==> src/rtl/xbank_spi_ctl.sv <==
module xbank_spi_ctl #(
  parameter int ADDR_W   = 16,
  parameter int DATA_W   = 8,
  parameter int NUM_SS   = 4,
  parameter int BANK_W   = 2,
  parameter logic [15:0] CTRL_RESET = 16'h007C
) (
  input  logic                      clk,
  input  logic                      rst_n,
  input  logic                      ctl_we,
  input  logic [ADDR_W-1:0]         cpu_addr,
  input  logic                      robust_mode,
  input  logic [NUM_SS-1:0]         miso,
  input  logic [DATA_W-1:0]         ram_rdata,
  output logic [ADDR_W+BANK_W-2:0]  ram_addr,
  output logic [BANK_W-1:0]         ram_bank,
  output logic                      spi_sclk,
  output logic [NUM_SS-1:0]         spi_ss_n,
  output logic                      spi_mosi,
  output logic [DATA_W-1:0]         rd_data
);

  localparam int SCLK_BIT = 0;
  localparam int SS_LSB   = 2;
  localparam int BANK_LSB = SS_LSB + NUM_SS;
  localparam int MOSI_BIT = ADDR_W - 1;
  localparam int OFS_W    = ADDR_W - 1;

  logic              sclk_q;
  logic [NUM_SS-1:0] ss_q;
  logic [BANK_W-1:0] bank_q;
  logic              mosi_q;

  always_ff @(posedge clk) begin
    if (!rst_n) begin
      sclk_q <= CTRL_RESET[SCLK_BIT];
      ss_q   <= CTRL_RESET[SS_LSB +: NUM_SS];
      bank_q <= CTRL_RESET[BANK_LSB +: BANK_W];
      mosi_q <= 1'b0;
    end else if (ctl_we) begin
      sclk_q <= cpu_addr[SCLK_BIT];
      ss_q   <= cpu_addr[SS_LSB +: NUM_SS];
      bank_q <= cpu_addr[BANK_LSB +: BANK_W];
      mosi_q <= cpu_addr[MOSI_BIT];
    end
  end

  assign spi_sclk = sclk_q;
  assign spi_ss_n = ss_q;
  assign spi_mosi = mosi_q;
  assign ram_bank = bank_q;

  wire               high_half = cpu_addr[ADDR_W-1];
  wire [BANK_W-1:0]  phys_bank = high_half ? bank_q : '0;
  assign ram_addr = {phys_bank, cpu_addr[OFS_W-1:0]};

  logic sel_miso;
  always_comb begin
    sel_miso = 1'b0;
    for (int i = NUM_SS - 1; i >= 0; i--)
      if (!ss_q[i]) sel_miso = miso[i];
  end

  wire [DATA_W-1:0] legacy_word = {{(DATA_W-NUM_SS){1'b0}}, miso};
  wire [DATA_W-1:0] robust_word = {{(DATA_W-1){1'b0}}, sel_miso};
  wire [DATA_W-1:0] spi_word    = robust_mode ? robust_word : legacy_word;

  assign rd_data = sclk_q ? spi_word : ram_rdata;

endmodule

==> config.mk <==
export PLATFORM = sky130hd
export DESIGN_NAME = xbank_spi_ctl
export DESIGN_NICKNAME = d
export VERILOG_FILES = /design/src/rtl/xbank_spi_ctl.sv
export SDC_FILE = /design/constraint.sdc
export NUM_CORES = 1
export LEC_CHECK = 0
export BUFFER_PORTS_ARGS = -buffer_cell sky130_fd_sc_hd__buf_2
export CAP_MARGIN = 15
export CORE_MARGIN = 4
export CORE_UTILIZATION = 35
export CTS_BUF_LIST = sky130_fd_sc_hd__clkbuf_8
export DETAILED_ROUTE_END_ITERATION = 16
export PLACE_DENSITY = 0.86
export SYNTH_ARGS = -nofsm -noshare
export SYNTH_HDL_FRONTEND = slang
export SYNTH_SLANG_ARGS = --single-unit
export TNS_END_PERCENT = 50
==> constraint.sdc <==
create_clock -name clk -period 2.7 [get_ports clk]
set_clock_uncertainty 0.05 [all_clocks]
set_input_delay 0.405 -clock clk [delete_from_list [all_inputs] [get_ports clk]]
set_output_delay 0.405 -clock clk [all_outputs]
set_load 0.01 [all_outputs]
# == Yosys cells after proc, flatten, opt, wreduce, memory -nomap -nowiden ==
# Index checks and enable logic that the tools add are counted.
# totals
regBits,8
inputBits,32
out_inout_bits,33
# classes
n_mux,7
# ops
op,n
$mux W8,1
$mux W1,4
$mux W4,1
$mux W2,1

# == Logic depth before layout (Yosys ltp) ==
# logic_depth
word_depth,6
ltp_mapped,3
depth_no_buf,3

# == Worst setup path after synthesis ==
# No wires, ideal clock.
# synth_path
path_type,input to output
from,input port miso[1]
to,output port rd_data[0]
arrival_time_ps,968
setup_slack_ps,1277
path_stages,3
path_buffers,0
cell_sequence,o2111ai_1 a31oi_1 a311o_1
# synth_via
elab_chain_cells,4
# synth_rtl
element,line_no,rtl
"start, declared",13,"input logic [NUM_SS-1:0] miso,"
$mux W1 (2 in a row),61,if (!ss_q[i]) sel_miso = miso[i];
$mux W4,66,wire [DATA_W-1:0] spi_word = robust_mode ? robust_word : legacy_word;
$mux W8,68,assign rd_data = sclk_q ? spi_word : ram_rdata;
"end, declared",20,output logic [DATA_W-1:0] rd_data
# Every way passes these cells.

# == Final worst setup path ==
# layout_path
from,"register sclk_q, in the netlist spi_sclk"
to,output port rd_data[0]
# layout_via
elab_chain_cells,1
# layout_rtl
element,line_no,rtl
"start, declared",29,logic sclk_q;
"start signal, assigned",36,sclk_q <= CTRL_RESET[SCLK_BIT];
"start signal, assigned",41,sclk_q <= cpu_addr[SCLK_BIT];
$mux W8,68,
# Every way passes these cells.

==> flow_summary.ini <==
[place]
dp_hpwl_um = 1050
place_congestion = 0.707
portBuffers = 48
placed_cell_area_sq_um = 668

[sta]
worstMarginPinSlew_ps = 408
hold_violations = 0
slew_viol_final = 0
fin_crit_sh = 0.672
fin_crit_ps = 1810
tns_ps = 0
finalSetupViolCount = 0
rsz0062_at_grt = false
relSlewSlack = 0.728
fmax_mhz = 552

[synthesis]
synth_area_sq_um = 532
ys_types = 15
yosysMostFrequentCell = buf_4
postSynthAreaPerCell_sq_um = 8.31
async_flop_share = 0
ys_seq_area_frac = 0.301
synthTopCellsByArea = dfxtp_1, buf_4, mux2i_1, nor2b_1, nand2_1
synth_edf_count = 0
ys_warn_count = 0
synth_common_cells = buf_4, nand2_1, nor2b_1, dfxtp_1, mux2i_1
yosysTopAreaCell = dfxtp_1
syn-num-nets = 96
synthCells = 64
synth_top_area_share = 0.301
synth_flop_cell = dfxtp_1
synth_seq_cells = 8

[routing]
postRouteAntennaNets = 0
via_count = 534
drc = 0
drt_wl_total_um = 1250
vias_per_cell = 4.73
firstDrtPassIters = 5
drt_first_iter_violations = 3
routedWlPerCell_um = 11.1

[grt]
grt_util_all_layers = 0.122
grt_pass1_vias = 483
grt_overflow_total = 0
grt_pass1_wl_um = 1860
antenna_found_initial = 0
grt_max_degree = 15

[job]
cap_violations = 0

[clocking]
hold_buffers = 0
cts_tree = built
cts_sinks = 8
clk_path_buf_depth = 2
cts_buffers = 3
post_cts_buffers = 0
cts_resized = 0
clock-root-buffer = clkbuf_8
clk_latency_ps = 220
htreeDepth = 1
path_clk_slew_ps = 40

[worst_setup_path]
crit_type = reg2out
cp-end-kind = output pin
worstPathMaxFanout = 14
cp.arrival_ps = 1360
start_kind = flop
worstPathRequired_ps = 2250

[pwr]
net-switching-power_w = 0.0000880
power_leakage_nw = 0.392
pwr-share-seq = 0.380
total_power_w = 0.000352
ir_drop_v = 0.000301
power_density_nw_per_um2 = 496
combPwrFrac = 0.227
clkPwrFrac = 0.393
p_int_w = 0.000264
swShare = 0.250

[finish]
stdcell_area_sq_um = 709
nets = 132
syn2layout_area_growth_pct = 33.4
final_util = 0.519
drive_above_1_share = 0.520
n_antenna_cell = 0

[die]
die_area_sq_um = 2210
num_rows = 13
io_pins = 65
die_x_um = 47.0
initial_core_util = 0.389
die-height_um = 47.0
coreArea_sq_um = 1370

[outcome]
run_status = finished, final reports clean

[worst_hold_path]
hold_class = in2reg
==> kinds of logic (layout without fill, tap and decap cells) <==
| group | after synthesis | in the layout | synth area share |
|---|---|---|---|
| compound gates | 6 | 6 | 0.0777 |
| buf+inv | 20 | 54 | 0.252 |
| flops | 8 | 8 | 0.301 |
| simple gates | 22 | 22 | 0.219 |
| mux | 8 | 8 | 0.151 |
==> worst paths after layout <==
| path | from | end | slack (ps) | depth (start not counted) |
|---|---|---|---|---|
| max | spi_sclk$_SDFFE_PN0P_ | rd_data[0] | 890 | 4 |
| min reg2reg | spi_ss_n[3]$_SDFFE_PN1P_ | spi_ss_n[3]$_SDFFE_PN1P_ | 430 | 2 |
| min | cpu_addr[4] | spi_ss_n[2]$_SDFFE_PN1P_ | 360 | 3 |
| max reg2reg | spi_sclk$_SDFFE_PN0P_ | spi_sclk$_SDFFE_PN0P_ | 1790 | 2 |
==> per-layer routing <==
layer / global-route usage / routed length, um
met1: 0.128 / 468
met2: 0.203 / 552
met3: 0.0268 / 202
met4: 0.105 / 27
met5: 0 / 0
==> cell usage in the layout (no fill, tap or decap), types with 2 or more instances in the layout <==
cell	instances
and2_1	2
o21ai_0	2
nor2b_1	9
buf_2	48
clkbuf_8	3
mux2i_1	8
dfxtp_1	8
nand2_1	9
inv_1	3
==> through the flow <==
step | hold WS (ps) | std cells | setup WS [ps]
2_1_floorplan | 417 | 64 | 1280
3_3_place_gp | 422 | 110 | 1070
3_5_place_dp | 430 | 110 | 1060
4_1_cts | 357 | 113 | 854
5_1_grt | 363 | 113 | 737
6_report | 361 | 113 | 887
==> state kept, by name, summed over array words and instances (netlist names) <==
| signal | flops |
|---|---|
| spi_ss_n | 4 |
| ram_bank | 2 |
| spi_mosi | 1 |
| spi_sclk | 1 |
==> cell type report <==
type                       instances  area [sq um]
inverter                           3          11.3
fill                             150           657
multi-input combinational         36           238
sequential                         8           160
clock buffer                       3          41.3
tap                               15          18.8
timing repair buffer              48           240
==> critical path, stage by stage (launching register included) <==
cell       delay (ps)
dfxtp_1           560
o2111ai_1         160
a31oi_1           160
a311o_1           120
buf_2             120
==> power by group through the flow <==
stage                     Clock [W]  Combinational [W]  Sequential [W]
final                      0.000138          0.0000797        0.000134
after global routing       0.000152          0.0000880        0.000135
after CTS                  0.000146          0.0000809        0.000134
after detailed placement          0          0.0000807        0.000136
after global placement            0          0.0000791        0.000135
after floorplan                   0          0.0000559        0.000136
Note: power is estimated with default switching activity, not from simulation.
